`config.mk`:
```
export PLATFORM = sky130hd
export DESIGN_NAME = key_isr_reg
export DESIGN_NICKNAME = d
export VERILOG_FILES = /design/src/rtl/isr_pkg.sv /design/src/rtl/isr_cell.sv /design/src/rtl/isr_irq_gen.sv /design/src/rtl/key_isr_reg.sv
export SDC_FILE = /design/constraint.sdc
export NUM_CORES = 1
export LEC_CHECK = 0
export ABC_CLOCK_PERIOD_IN_PS = 900
export BUFFER_PORTS_ARGS = -buffer_cell sky130_fd_sc_hd__buf_2
export CAP_MARGIN = 40
export CORE_AREA = 4 4 41 43
export DETAILED_ROUTE_END_ITERATION = 8
export DIE_AREA = 0 0 45 47
export PLACE_DENSITY_LB_ADDON = 0.25
export SLEW_MARGIN = 20
export SYNTH_ARGS = -nofsm -noshare
export SYNTH_HDL_FRONTEND = slang
export SYNTH_SLANG_ARGS = --single-unit
```
`constraint.sdc`:
```
create_clock -name clk -period 0.9 [get_ports clk]
set_input_delay 0.09 -clock clk [delete_from_list [all_inputs] [get_ports clk]]
set_output_delay 0.09 -clock clk [all_outputs]
set_load 0.1 [all_outputs]
```
`src/rtl/isr_pkg.sv`:
```
package isr_pkg;
  localparam int NSRC = 6;
  localparam int DW   = 8;
  localparam int B_KEY  = 0;
  localparam int B_GPI  = 1;
  localparam int B_LOCK = 2;
  localparam int B_OVF  = 3;
  localparam int B_CMP1 = 4;
  localparam int B_CMP2 = 5;
  // sources whose status latches only when enabled
  localparam logic [NSRC-1:0] GATED_SET = (NSRC'(1) << B_KEY) | (NSRC'(1) << B_GPI) | (NSRC'(1) << B_OVF);
  // sources whose clear is refused while a condition holds
  localparam logic [NSRC-1:0] HOLDABLE  = (NSRC'(1) << B_KEY) | (NSRC'(1) << B_GPI);
endpackage

```
`src/rtl/isr_cell.sv`:
```
module isr_cell #(
  parameter bit GATED = 1'b0,
  parameter bit HOLDS = 1'b0
) (
  input  logic clk,
  input  logic rst,
  input  logic set_pulse,
  input  logic enable,
  input  logic hold,
  input  logic clr_req,
  output logic stat_q
);
  logic set_eff, clr_eff;

  generate
    if (GATED) begin : g_gated
      assign set_eff = set_pulse & enable;
    end else begin : g_free
      assign set_eff = set_pulse;
    end
    if (HOLDS) begin : g_hold
      assign clr_eff = clr_req & ~hold;
    end else begin : g_nohold
      assign clr_eff = clr_req;
    end
  endgenerate

  always_ff @(posedge clk) begin
    if (rst)           stat_q <= 1'b0;
    else if (set_eff)  stat_q <= 1'b1;
    else if (clr_eff)  stat_q <= 1'b0;
  end
endmodule

```
`src/rtl/isr_irq_gen.sv`:
```
module isr_irq_gen #(
  parameter int N = 6
) (
  input  logic         clk,
  input  logic         rst,
  input  logic [N-1:0] stat,
  input  logic [N-1:0] enable,
  input  logic         mask,
  output logic         irq_n
);
  logic any_live;
  assign any_live = |(stat & enable);

  always_ff @(posedge clk) begin
    if (rst) irq_n <= 1'b1;
    else     irq_n <= ~(any_live & ~mask);
  end
endmodule

```
`src/rtl/key_isr_reg.sv`:
```
module key_isr_reg
  import isr_pkg::*;
#(
  parameter int NS = NSRC,
  parameter int W  = DW
) (
  input  logic          clk,
  input  logic          rst,
  input  logic [NS-1:0] src_pulse,
  input  logic          fifo_nonempty,
  input  logic          gpi_pending,
  input  logic [NS-1:0] src_en,
  input  logic          irq_mask,
  input  logic          wr_en,
  input  logic [W-1:0]  wr_data,
  output logic [W-1:0]  rd_data,
  output logic          irq_n
);
  localparam int PAD = W - NS;

  logic [NS-1:0] stat;
  logic [NS-1:0] hold_vec;
  logic [NS-1:0] clr_vec;

  always_comb begin
    hold_vec        = '0;
    hold_vec[B_KEY] = fifo_nonempty;
    hold_vec[B_GPI] = gpi_pending;
    clr_vec         = wr_en ? wr_data[NS-1:0] : '0;
  end

  for (genvar i = 0; i < NS; i++) begin : g_bit
    isr_cell #(
      .GATED (GATED_SET[i]),
      .HOLDS (HOLDABLE[i])
    ) u_cell (
      .clk       (clk),
      .rst       (rst),
      .set_pulse (src_pulse[i]),
      .enable    (src_en[i]),
      .hold      (hold_vec[i]),
      .clr_req   (clr_vec[i]),
      .stat_q    (stat[i])
    );
  end

  isr_irq_gen #(.N(NS)) u_irq (
    .clk    (clk),
    .rst    (rst),
    .stat   (stat),
    .enable (src_en),
    .mask   (irq_mask),
    .irq_n  (irq_n)
  );

  assign rd_data = {{PAD{1'b0}}, stat};
endmodule

```
==> results of run 1 <==
state kept, by name (all words and copies together) (netlist names):
register             cells
g_bit.u_cell.stat_q      6
u_irq.irq_n              1
layout by cell type (no fill, tap or decap), drive strengths merged:
| master | Yosys | final |
|---|---|---|
| a311o | 1 | 1 |
| o21ai | 2 | 2 |
| clkbuf | 0 | 4 |
| conb | 1 | 2 |
| dfxtp | 7 | 7 |
| buf | 8 | 31 |
| nand2 | 8 | 8 |
| a21oi | 5 | 5 |
| a22oi | 4 | 4 |
| nor2 | 4 | 4 |
metrics by stage:
stage	utilization [%]	worst slack, ns	power, uW	area (um2)	instances
floorplan	-	0.0549	606	329	41
global placement	45.2	0.0489	759	588	84
detailed placement	45.2	0.0368	763	588	84
CTS	45.2	-0.0361	1030	588	83
global route	46.0	-0.0693	1070	598	83
finish	46.0	-0.0273	1010	598	83
cells by family after synthesis:
logic type / Yosys count
flops: 7
other cells: 1
buf+inv: 8
simple gates: 12
compound gates: 12
metal layers:
layer	part of all wire, %	up-vias	routed length (um)
li1	-	182	-
met1	32	168	293
met2	58	16	522
met3	8.8	2	80
met4	0.88	0	8
met5	0	-	0
power by group through the flow:
stage | Sequential [uW] | Clock (uW) | Combinational [uW]
after global placement | 349 | 0 | 410
after global routing | 357 | 318 | 397
final | 354 | 278 | 379
after detailed placement | 350 | 0 | 413
after floorplan | 371 | 0 | 235
after CTS | 360 | 290 | 383
layout make-up:
cell class              count  area (um2)  area share, %
clock buffers               4        26.3           4.39
flip-flops and latches      7         159           26.6
multi-input cells          26         128           21.3
repair buffers             31         267           44.6
well taps                  15        18.8           3.14
worst paths after layout:
path / startpoint / to / slack (ns) / depth (start not counted)
worst max-delay path: g_bit[2].u_cell.stat_q / rd_data[2] / -0.03 / 2
worst min-delay path: irq_mask / u_irq.irq_n / 0.03 / 2
worst min register to register: g_bit[0].u_cell.stat_q / g_bit[0].u_cell.stat_q / 0.51 / 2
worst max register to register: g_bit[0].u_cell.stat_q / u_irq.irq_n / 0 / 2
what timing repair did:
item	CTS	global route
hold buffers	0	0
setup endpoints to repair	6	7
gates resized for setup	7	4
==> metrics list, run 1 <==
- The synthesized netlist occupies a cell area of 324 um2.
* Seq cells post-synth: 7
- The number of global-route vias before repair came to ~360.
* Final antenna-violating net count: 0
- In this run the static leakage power is 0.000284 uW.
* Combinational share of power: 37.5%
* Core footprint: 0.00130 mm2
- Dividing the detail-routed wire length by the instance count gives 10.9 um.
- The checks that failed: setup timing.
- After legalization and detailed placement, the total HPWL measured about 790 um.
* Hold Violations, Final: 0
- The clock network accounts for between 20 and 30% of the total power.
- TritonRoute pass-1 iters: 1
- During synthesis, Yosys emitted a total of 0 warnings.
- Counting the fill cells in the layout gives around 140.
- Number of vias in the routed layout: 368
- After clock tree synthesis, the clock-pin slew on the worst setup and hold paths is 0.05 ns.
* Wire length of the first global-routing pass: 1.37 mm
- The largest total area in the synthesized netlist belongs to sky130_fd_sc_hd__dfxtp_1.
- Grouping stages by cell kind, the critical path spends the most delay in flip-flops.
* Critical path, cell by cell: buf_6 -> buf_12
- Adder-cell share of the synthesized area: 0%
- In the routed layout, each cell is associated on average with a via count of 4.43.
* Startpoint type of the worst setup path: flop
- The cell sitting at the root of the clock tree is a sky130_fd_sc_hd__clkbuf_4.
- Proportion of synthesized area in mux cells: 0%
* Internal: 640 uW
- Buffers and inverters on the worst path: 2
- GR Layer Usage met2: 15.8%
- In the synthesized netlist the dominant register cell turns out to be sky130_fd_sc_hd__dfxtp_1.
- At the end of routability-driven placement, the weighted congestion stood at 0.623.
* Initial core utilization: about a quarter
* WP data arrival: roughly 0.84 ns
- Number of setup buffers added after CTS: 0
- For this block, the initial DRC count from the detailed router was 0.
- met2 is the most crowded layer.
* Total die area: ~0.0021 mm2
- The netlist uses 9 different library cells.
- The number of antenna violations at the first check in global routing is 0.
- In this run, synthesis inferred 0 flip-flops with an integrated enable.
* Worst Hold Slack: 0.0329 ns
* DRT Wirelength: 904 um
* Share of the cycle needed by the critical path after routing: 103%
* Top-level port count: 35
* Final Max Slew Viols: 0
- Maximum number of pins on one net before global-route repair: 8
- Switching power total: roughly 370 uW
* Die Width: 45 um
- Post-synthesis to final-layout area growth: 84.6%
- The synthesized netlist devotes 0% of its cell area to XOR and XNOR gates.
* CTS H-Tree Depth: 1
* Total Routing Usage GR: 9.59%
* Number of input and output port buffers inserted: 30
- Fraction of registers with async set or reset after synthesis: 0%
* Startpoint-to-endpoint class of the critical path: reg2out
- Commonest cells post-synth: sky130_fd_sc_hd__buf_4 (8), sky130_fd_sc_hd__nand2_1 (8), sky130_fd_sc_hd__dfxtp_1 (7)
* Power density normalized to cell area: 1690 mW/mm2
* Antenna Cells: 0
- Synthesized area per cell: 8.10 um2
- Across the run, the number of max-cap violations was 0.
- Sum of overflow across all layers after global routing: 0
- TritonCTS clock tree: done
- Chip Height: 47 um
* Compound-gate portion of the synthesized area: 23.2%
* Final Setup Violations: 1
* Top post-synthesis cells by area: sky130_fd_sc_hd__dfxtp_1 (43%), sky130_fd_sc_hd__buf_4 (19%), sky130_fd_sc_hd__a22oi_1 (9.3%), sky130_fd_sc_hd__nand2_1 (9.3%), sky130_fd_sc_hd__a21oi_1 (7.7%)
- In the post-route analysis, the smallest setup slack over all paths is -0.0273 ns.
* Outcome: finished, violations left
* Clock period minus final worst setup slack: ~0.9 ns
- Along the worst path, the maximum fanout reaches 2.
* Required time reported for the critical path endpoint: 0.81 ns
* Number of instances in the synthesized netlist: 40
- Static timing analysis puts the maximum clock frequency at about 1100 MHz.
- In this run the deepest clock path goes through 2 buffers.
- The top cell type by area accounts for 43.2% of the synthesized area.
* Delay of the slowest critical-path stage: around 0.33 ns
- Proportion of total power due to net switching: 36.8%
* Clk_skew: between 0.003 and 0.004 ns
* Worst voltage drop across the vdd grid: roughly 1.2 mV
* Post-detailed-route DRC marker count: 0
* Part of the Yosys area used for sequential elements: between 40% and 50%
* Number of nets in the layout: 95
- The later pin in the worst-skew pair is clocked with a latency of 0.25 ns.
- In the global route stage, met3 resource usage came out at 6.51%.
- Among all stages on the critical path, the largest delay is contributed by sky130_fd_sc_hd__dfxtp_2.
* Main combinational cell family by area after synthesis: compound AO/OA/AOI/OAI gates
- CTS saw 7 sinks.
* Kind of end point of the critical path: output port
* Post-synthesis share of cell area spent on and, or, nand and nor gates: 13.9%
- The tightest min-delay check is of the in2reg type.
- Share of layout cells above drive strength 1: 60.3%
- Met1 usage in global routing: 8.94%
- Number of core rows: 13
- After routing, the total negative slack on setup checks comes to -0.0273 ns.
- RSZ-0062 raised after global routing: yes
- Cts bufs inserted: 3
- Relative contribution of sequential cells to total power: 35.0%
Power figures use the tool's default switching activity.
==> inputs of run 2 (changes only) <==
--- a/config.mk
+++ b/config.mk
@@ -5,12 +5,13 @@
 export SDC_FILE = /design/constraint.sdc
 export NUM_CORES = 1
 export LEC_CHECK = 0
-export ABC_CLOCK_PERIOD_IN_PS = 900
+export ABC_CLOCK_PERIOD_IN_PS = 1000
 export BUFFER_PORTS_ARGS = -buffer_cell sky130_fd_sc_hd__buf_2
 export CAP_MARGIN = 40
 export CORE_AREA = 4 4 41 43
 export DETAILED_ROUTE_END_ITERATION = 8
 export DIE_AREA = 0 0 45 47
+export HOLD_SLACK_MARGIN = 0.1
 export PLACE_DENSITY_LB_ADDON = 0.25
 export SLEW_MARGIN = 20
 export SYNTH_ARGS = -nofsm -noshare
==> constraint.sdc (replaced) <==
create_clock -name clk -period 1 [get_ports clk]
set_input_delay 0.1 -clock clk [delete_from_list [all_inputs] [get_ports clk]]
set_output_delay 0.1 -clock clk [all_outputs]
set_load 0.1 [all_outputs]
==> run 2 against run 1 <==
Against the previous run:
- the run now ends clean
- final cell count rose by 16%
- core utilization is 8.3 points higher
- cell area up 18%
- power is 4.4% lower
- critical path depth rose by 2
- wire length up 20%
- clock skew is 0.0011 ns lower
==> metrics list, run 2 (synthesis gave the netlist of run 1 again) <==
* Max capacitance violation total: 0
* Chip Height: 47 um
* Die Width: between 40 and 50 um
* Final Max Slew Viols: 0
- Relative contribution of the clock network to total power: 26.9%
- The critical path is of the in2reg type.
* Kind of end point of the critical path: flop
* Type of the tightest min-delay check: in2reg
- Setup violations remaining at the end of the flow were counted as 0.
- Critical path peak fanout: 2
* Startpoint type of the worst setup path: input pin
- The number of global-route vias before repair was 423.
- The later pin in the worst-skew pair is clocked with a latency of 0.25 ns.
- Switching power total: about 350 uW
* Flop2flop setup slack: 0.13 ns
- Registers with the most flip-flops: g_bit.u_cell.stat_q x6, u_irq.irq_n x1
- At the worst endpoint, the required time is 1.13 ns.
- Routed wire length per instance: roughly 11 um
- Data arrives at the worst endpoint at 1.12 ns.
- Cts bufs inserted: 3
* Routability Congestion: between 0.6 and 0.7
* Share of layout cells above drive strength 1: 53.1%
* Wire length of the first global-routing pass: 1.66 mm
* Clk_skew: 0.00286 ns
- Internal: 615 uW
- Summed over all cells, the static leakage comes to roughly 0.00034 uW.
- Worst voltage drop across the vdd grid: about 0.75 mV
- Clock root buffer: sky130_fd_sc_hd__clkbuf_4
* Combined flip-flop and latch cell area: 146 um2
- Clock slew at reported path FFs: 0.06 ns
- The floorplan step defined a die boundary enclosing 0.00212 mm2.
- The clock drives 7 sinks.
- Once detail routing completed, the nets flagged for antenna violations numbered 0.
* Max FFs per register: 6
* Initial DRC Count: 4
- Leaving out fill and tap cells, the most frequent cells in the layout are sky130_fd_sc_hd__buf_2 (23), sky130_fd_sc_hd__dlygate4sd3_1 (9), sky130_fd_sc_hd__nand2_1 (8), sky130_fd_sc_hd__buf_12 (7).
- CTS H-Tree Depth: 1
* Final Worst Setup Slack: between 0.015 and 0.02 ns
- Initial antenna violation count: 0
- The run finished with clean final reports.
- Hold Violations, Final: 0
- Top-level port count: 35
* DP Worst Slack: 0.136 ns
- Sum of overflow across all layers after global routing: 0
- Leaving out fill and tap cells, the most frequent cell in the layout is sky130_fd_sc_hd__buf_2.
* Number of input and output port buffers inserted: 30
- Cells fill 54.2% of the core in the end.
- The floorplan has 13 rows.
- Number of setup buffers added after CTS: 0
* Post-synthesis to final-layout area growth: 118%
- For this design the ratio of total power to cell area is 1370 mW/mm2.
- The detailed router placed between 400 and 500 vias in this run.
- The clock period could shrink to ~1 ns.
- Sum Neg Setup Slack: 0 ns
- Avg Vias per Cell: 4.30
- DRT Wirelength: 1.09 mm
- Share of the cycle needed by the critical path after routing: 98.4%
- Fill cells in the final layout number between 100 and 150.
- TritonCTS clock tree: done
* Core footprint: 0.00130 mm2
- Total Routing Usage GR: 11.7%
* Clock Tree Buf Depth: 2
- Post-DP HPWL: 790 um
* Initial core utilization: about a quarter
- 0 antenna diodes ended up in the layout.
- For this run, design rule violations remaining after detail routing come to 0.
- Combinational share of power: approximately two fifths
- Relative contribution of sequential cells to total power: between 30% and 40%
* Proportion of total power due to net switching: 36.5%
- The multi-input combinational cells in the finished layout cover a total of approximately 130 um2.
- Number of nets in the layout: 108
- Largest register by flop count: g_bit.u_cell.stat_q
- RSZ-0062 raised after global routing: no
- Highest achievable clock rate: between 1000 and 1500 MHz
- TritonRoute pass-1 iters: 2
- Maximum number of pins on one net before global-route repair: 8
run 2: cell count changes in the layout (fill, tap and decap cells not counted), sizes merged:
cell / delta
buf: +4
dlygate4sd3: +9
run 2: metal layers:
metal | vias up | track usage, % | wire length, um
met1 | 188 | 10.3 | 362
li1 | 209 | - | -
met2 | 14 | 20.3 | 622
met5 | - | 0 | 0
met4 | 0 | 8.77 | 12
met3 | 2 | 6.13 | 89
run 2: final timing paths:
| check | to | cells past startpoint | start |
|---|---|---|---|
| worst min-delay path | g_bit[1].u_cell.stat_q | 2 | rst |
| worst max register to register | u_irq.irq_n | 2 | g_bit[5].u_cell.stat_q |
| worst min register to register | g_bit[5].u_cell.stat_q | 2 | g_bit[5].u_cell.stat_q |
| worst max-delay path | u_irq.irq_n | 4 | src_en[1] |
run 2: metrics by stage:
stage          hold slack, ns  cell area, um2  total power, uW  cells
3_3_place_gp            0.296             581              679     83
4_1_cts                 0.108             687              970     95
3_5_place_dp            0.298             581              683     83
6_report                0.107             706              967     96
2_1_floorplan           0.169             329              546     41
5_1_grt                 0.102             706             1020     96
run 2: power by group through the flow:
stage          clock network [uW]  logic, uW  registers, uW
2_1_floorplan                   0        212            334
3_3_place_gp                    0        362            317
3_5_place_dp                    0        365            318
4_1_cts                       269        389            312
5_1_grt                       297        411            316
6_report                      260        393            314
run 2: what timing repair did:
item / 4_1_cts / 5_1_grt
hold endpoints to repair: 6 / 1
hold buffers: 8 / 1
resized for setup: 0 / 5
setup endpoints to repair: 0 / 4
run 2: area by class of cell:
cell class	instances	area share [%]
Tap cell	15	2.66
Sequential cell	7	20.7
Timing Repair Buffer	44	54.8
Clock buffer	4	3.72
Multi-Input combinational cell	26	18.1
run 2: worst max-delay path, stage by stage:
cell                            delay (ns)
sky130_fd_sc_hd__dlygate4sd3_1        0.52
sky130_fd_sc_hd__buf_2                0.11
sky130_fd_sc_hd__a22oi_1              0.08
sky130_fd_sc_hd__a311o_1              0.30
==> inputs of run 3 (changes only) <==
--- a/config.mk
+++ b/config.mk
@@ -6,13 +6,14 @@
 export NUM_CORES = 1
 export LEC_CHECK = 0
 export ABC_CLOCK_PERIOD_IN_PS = 1000
-export BUFFER_PORTS_ARGS = -buffer_cell sky130_fd_sc_hd__buf_2
+export BUFFER_PORTS_ARGS = -buffer_cell sky130_fd_sc_hd__buf_4
 export CAP_MARGIN = 40
-export CORE_AREA = 4 4 41 43
+export CORE_AREA = 3 3 40 42
 export DETAILED_ROUTE_END_ITERATION = 8
-export DIE_AREA = 0 0 45 47
+export DIE_AREA = 0 0 43 45
 export HOLD_SLACK_MARGIN = 0.1
 export PLACE_DENSITY_LB_ADDON = 0.25
+export REMOVE_ABC_BUFFERS = 1
 export SLEW_MARGIN = 20
 export SYNTH_ARGS = -nofsm -noshare
 export SYNTH_HDL_FRONTEND = slang
==> run 3 against run 2 <==
Against the previous run:
- first-iteration DRC count increased by 100%
- wire length decreased by 16%
- via count decreased by 8.7%
- critical path type unchanged
- critical endpoint unchanged
- largest power group unchanged
- highest routed layer is now met3
==> metrics list, run 3 (synthesis gave the netlist of run 1 again) <==
- GR Layer Usage met2: 15.6%
- Data on the critical path is required at its endpoint by 1.13 ns.
- STA puts the critical path data arrival time at 1.11 ns.
* Wire length of the first global-routing pass: ~1.5 mm
* Initial DRC Count: 8
* Total die area: 0.00194 mm2
* Sum Neg Setup Slack: 0 ns
- The worst setup path is captured at a flop.
- The worst hold path belongs to the class in2reg.
* Most frequent cells in the layout: sky130_fd_sc_hd__buf_4 (24), sky130_fd_sc_hd__nand2_1 (8), sky130_fd_sc_hd__dfxtp_1 (7), sky130_fd_sc_hd__buf_6 (6)
- Clock Tree Buf Depth: 2
* Post-DP HPWL: approximately 700 um
- Power density normalized to cell area: ~1500 mW/mm2
- Clock period minus final worst setup slack: between 0.9 and 1 ns
- Chip Height: approximately 45 um
- Number of core rows: 13
* Clock root buffer: sky130_fd_sc_hd__clkbuf_4
* Met1 usage in global routing: between 10% and 20%
* Die Width: 43 um
- Routed wire length per instance: between 10 and 15 um
- CTS H-Tree Depth: 1
- Final Max Slew Viols: 0
- The worst-case IR drop observed on VDD is 0.694 mV.
* Static Leakage: 0.000294 uW
- Count of fill cells added during filler insertion: 150
- TritonCTS clock tree: done
- The largest registers in the layout are g_bit.u_cell.stat_q x6, u_irq.irq_n x1.
- Final Setup Violations: 0
- In the routed layout, each cell is associated on average with a via count of about 4.3.
- Clock slew at reported path FFs: 0.05 ns
- The clock reaches the later pin of the worst-skew pair after 0.24 ns.
- The slowest stage of the critical path is the sky130_fd_sc_hd__dlygate4sd3_1 cell.
- DRT Wirelength: approximately 920 um
- The worst setup path is of the in2reg kind.
- Most heavily used metal layer in global routing: met2
- The placed instances occupy a cell area of between 500 and 600 um2.
- The pre-antenna-repair detailed-routing pass consisted of 4 iterations.
* Total Routing Usage GR: 10.6%
- Via count of the first global-routing pass: ~350
- Maximum number of pins on one net before global-route repair: 8
* Post-detailed-route DRC marker count: 0
* Outcome: complete, no violations
* Routability Congestion: 0.673
- Antenna Cells: 0
* Delay of the slowest critical-path stage: 0.53 ns
* Initial antenna violation count: 0
- Final Power: 897 uW
* Share of the cycle needed by the critical path after routing: 97.5%
* Finished Core Util: 47.5%
- Pin placement for this block handled 35 I/O pins.
- The core region is between 0.001 and 0.0015 mm2.
- # clock sinks: 7
* Max capacitance violation total: 0
- RSZ-0062 raised after global routing: no
- Startpoint type of the worst setup path: input pin
- Post-synthesis to final-layout area growth: 88.4%
- In the final layout, the multi-input gates occupy 128 um2.
* Largest register by flop count: g_bit.u_cell.stat_q
- Critical path peak fanout: 7
* Highest achievable clock rate: 1030 MHz
- Global routing used approximately 5.6% of the available met3 tracks.
- Sum of overflow across all layers after global routing: 0
- Clk_skew: around 0.0016 ns
- The count of buffers added on input and output ports is 30.
- For this configuration, the core starts out at a cell density of 25.2%.
- Critical path, cell by cell: dlygate4sd3_1 -> buf_4 -> a311o_1
- Cts bufs inserted: 3
- Leading cell type in the layout, fill and taps excluded: sky130_fd_sc_hd__buf_4
* Number of vias in the routed layout: 377
- Max FFs per register: 6
* Number of setup buffers added after CTS: 0
* Combined flip-flop and latch cell area: 140 um2
- The finished cells cover 611 um2.
* Share of layout cells above drive strength 1: 45.8%
* Final antenna-violating net count: 0
* Hold Violations, Final: 0
* Number of nets in the layout: 99
[run 3: cell types whose count changed in the layout (fill, tap and decap cells not counted)]
cell	delta
sky130_fd_sc_hd__dlygate4sd3_1	-4
sky130_fd_sc_hd__buf_2	-23
sky130_fd_sc_hd__buf_6	+5
sky130_fd_sc_hd__dfxtp_2	-5
sky130_fd_sc_hd__dfxtp_1	+5
sky130_fd_sc_hd__buf_4	+20
sky130_fd_sc_hd__buf_12	-7
[run 3: repair_timing]
action,in CTS,in global routing
endpoints found under the hold margin,7,0
gates resized for setup,3,3
gates cloned,0,0
hold buffers,5,0
setup endpoints to repair,3,3
[run 3: final timing paths]
| path | from | endpoint | slack, ns | depth (start not counted) |
|---|---|---|---|---|
| setup / recovery | rst | u_irq.irq_n | 0.02 | 3 |
| hold / removal | src_pulse[1] | g_bit[1].u_cell.stat_q | 0.11 | 3 |
| hold reg to reg | g_bit[1].u_cell.stat_q | g_bit[1].u_cell.stat_q | 0.51 | 2 |
| setup reg to reg | g_bit[0].u_cell.stat_q | u_irq.irq_n | 0.07 | 2 |
[run 3: layer usage]
| metal | part of all wire, % | routed length [um] |
|---|---|---|
| met5 | 0 | 0 |
| met4 | 0 | 0 |
| met3 | 13 | 121 |
| met2 | 44 | 407 |
| met1 | 42 | 386 |
[run 3: metrics by stage]
| step | hold WS (ns) | setup slack, ns | cells |
|---|---|---|---|
| 3_3_place_gp | 0.298 | 0.109 | 78 |
| 5_1_grt | 0.113 | 0.00577 | 87 |
| 6_report | 0.114 | 0.0248 | 87 |
| 2_1_floorplan | 0.169 | -0.630 | 33 |
| 4_1_cts | 0.110 | 0.0000638 | 87 |
| 3_5_place_dp | 0.305 | 0.103 | 78 |
[run 3: critical path: cells and delay by family]
kind	cells	cell delay (ns)
compound gates	1	0.31
buf+inv	2	0.69
[run 3: final cells by class]
| class | count | area share (%) |
|---|---|---|
| repair buffers | 35 | 48.8 |
| flip-flops and latches | 7 | 23.0 |
| multi-input cells | 26 | 20.9 |
| clock buffers | 4 | 4.30 |
| well taps | 15 | 3.07 |
[run 3: power by group]
group | total [uW] | leakage, uW | internal, uW | switching (uW)
Clock | 246 | 0.0000150 | 152 | 94.8
Sequential | 314 | 0.0000582 | 299 | 15.6
Combinational | 336 | 0.000221 | 121 | 215
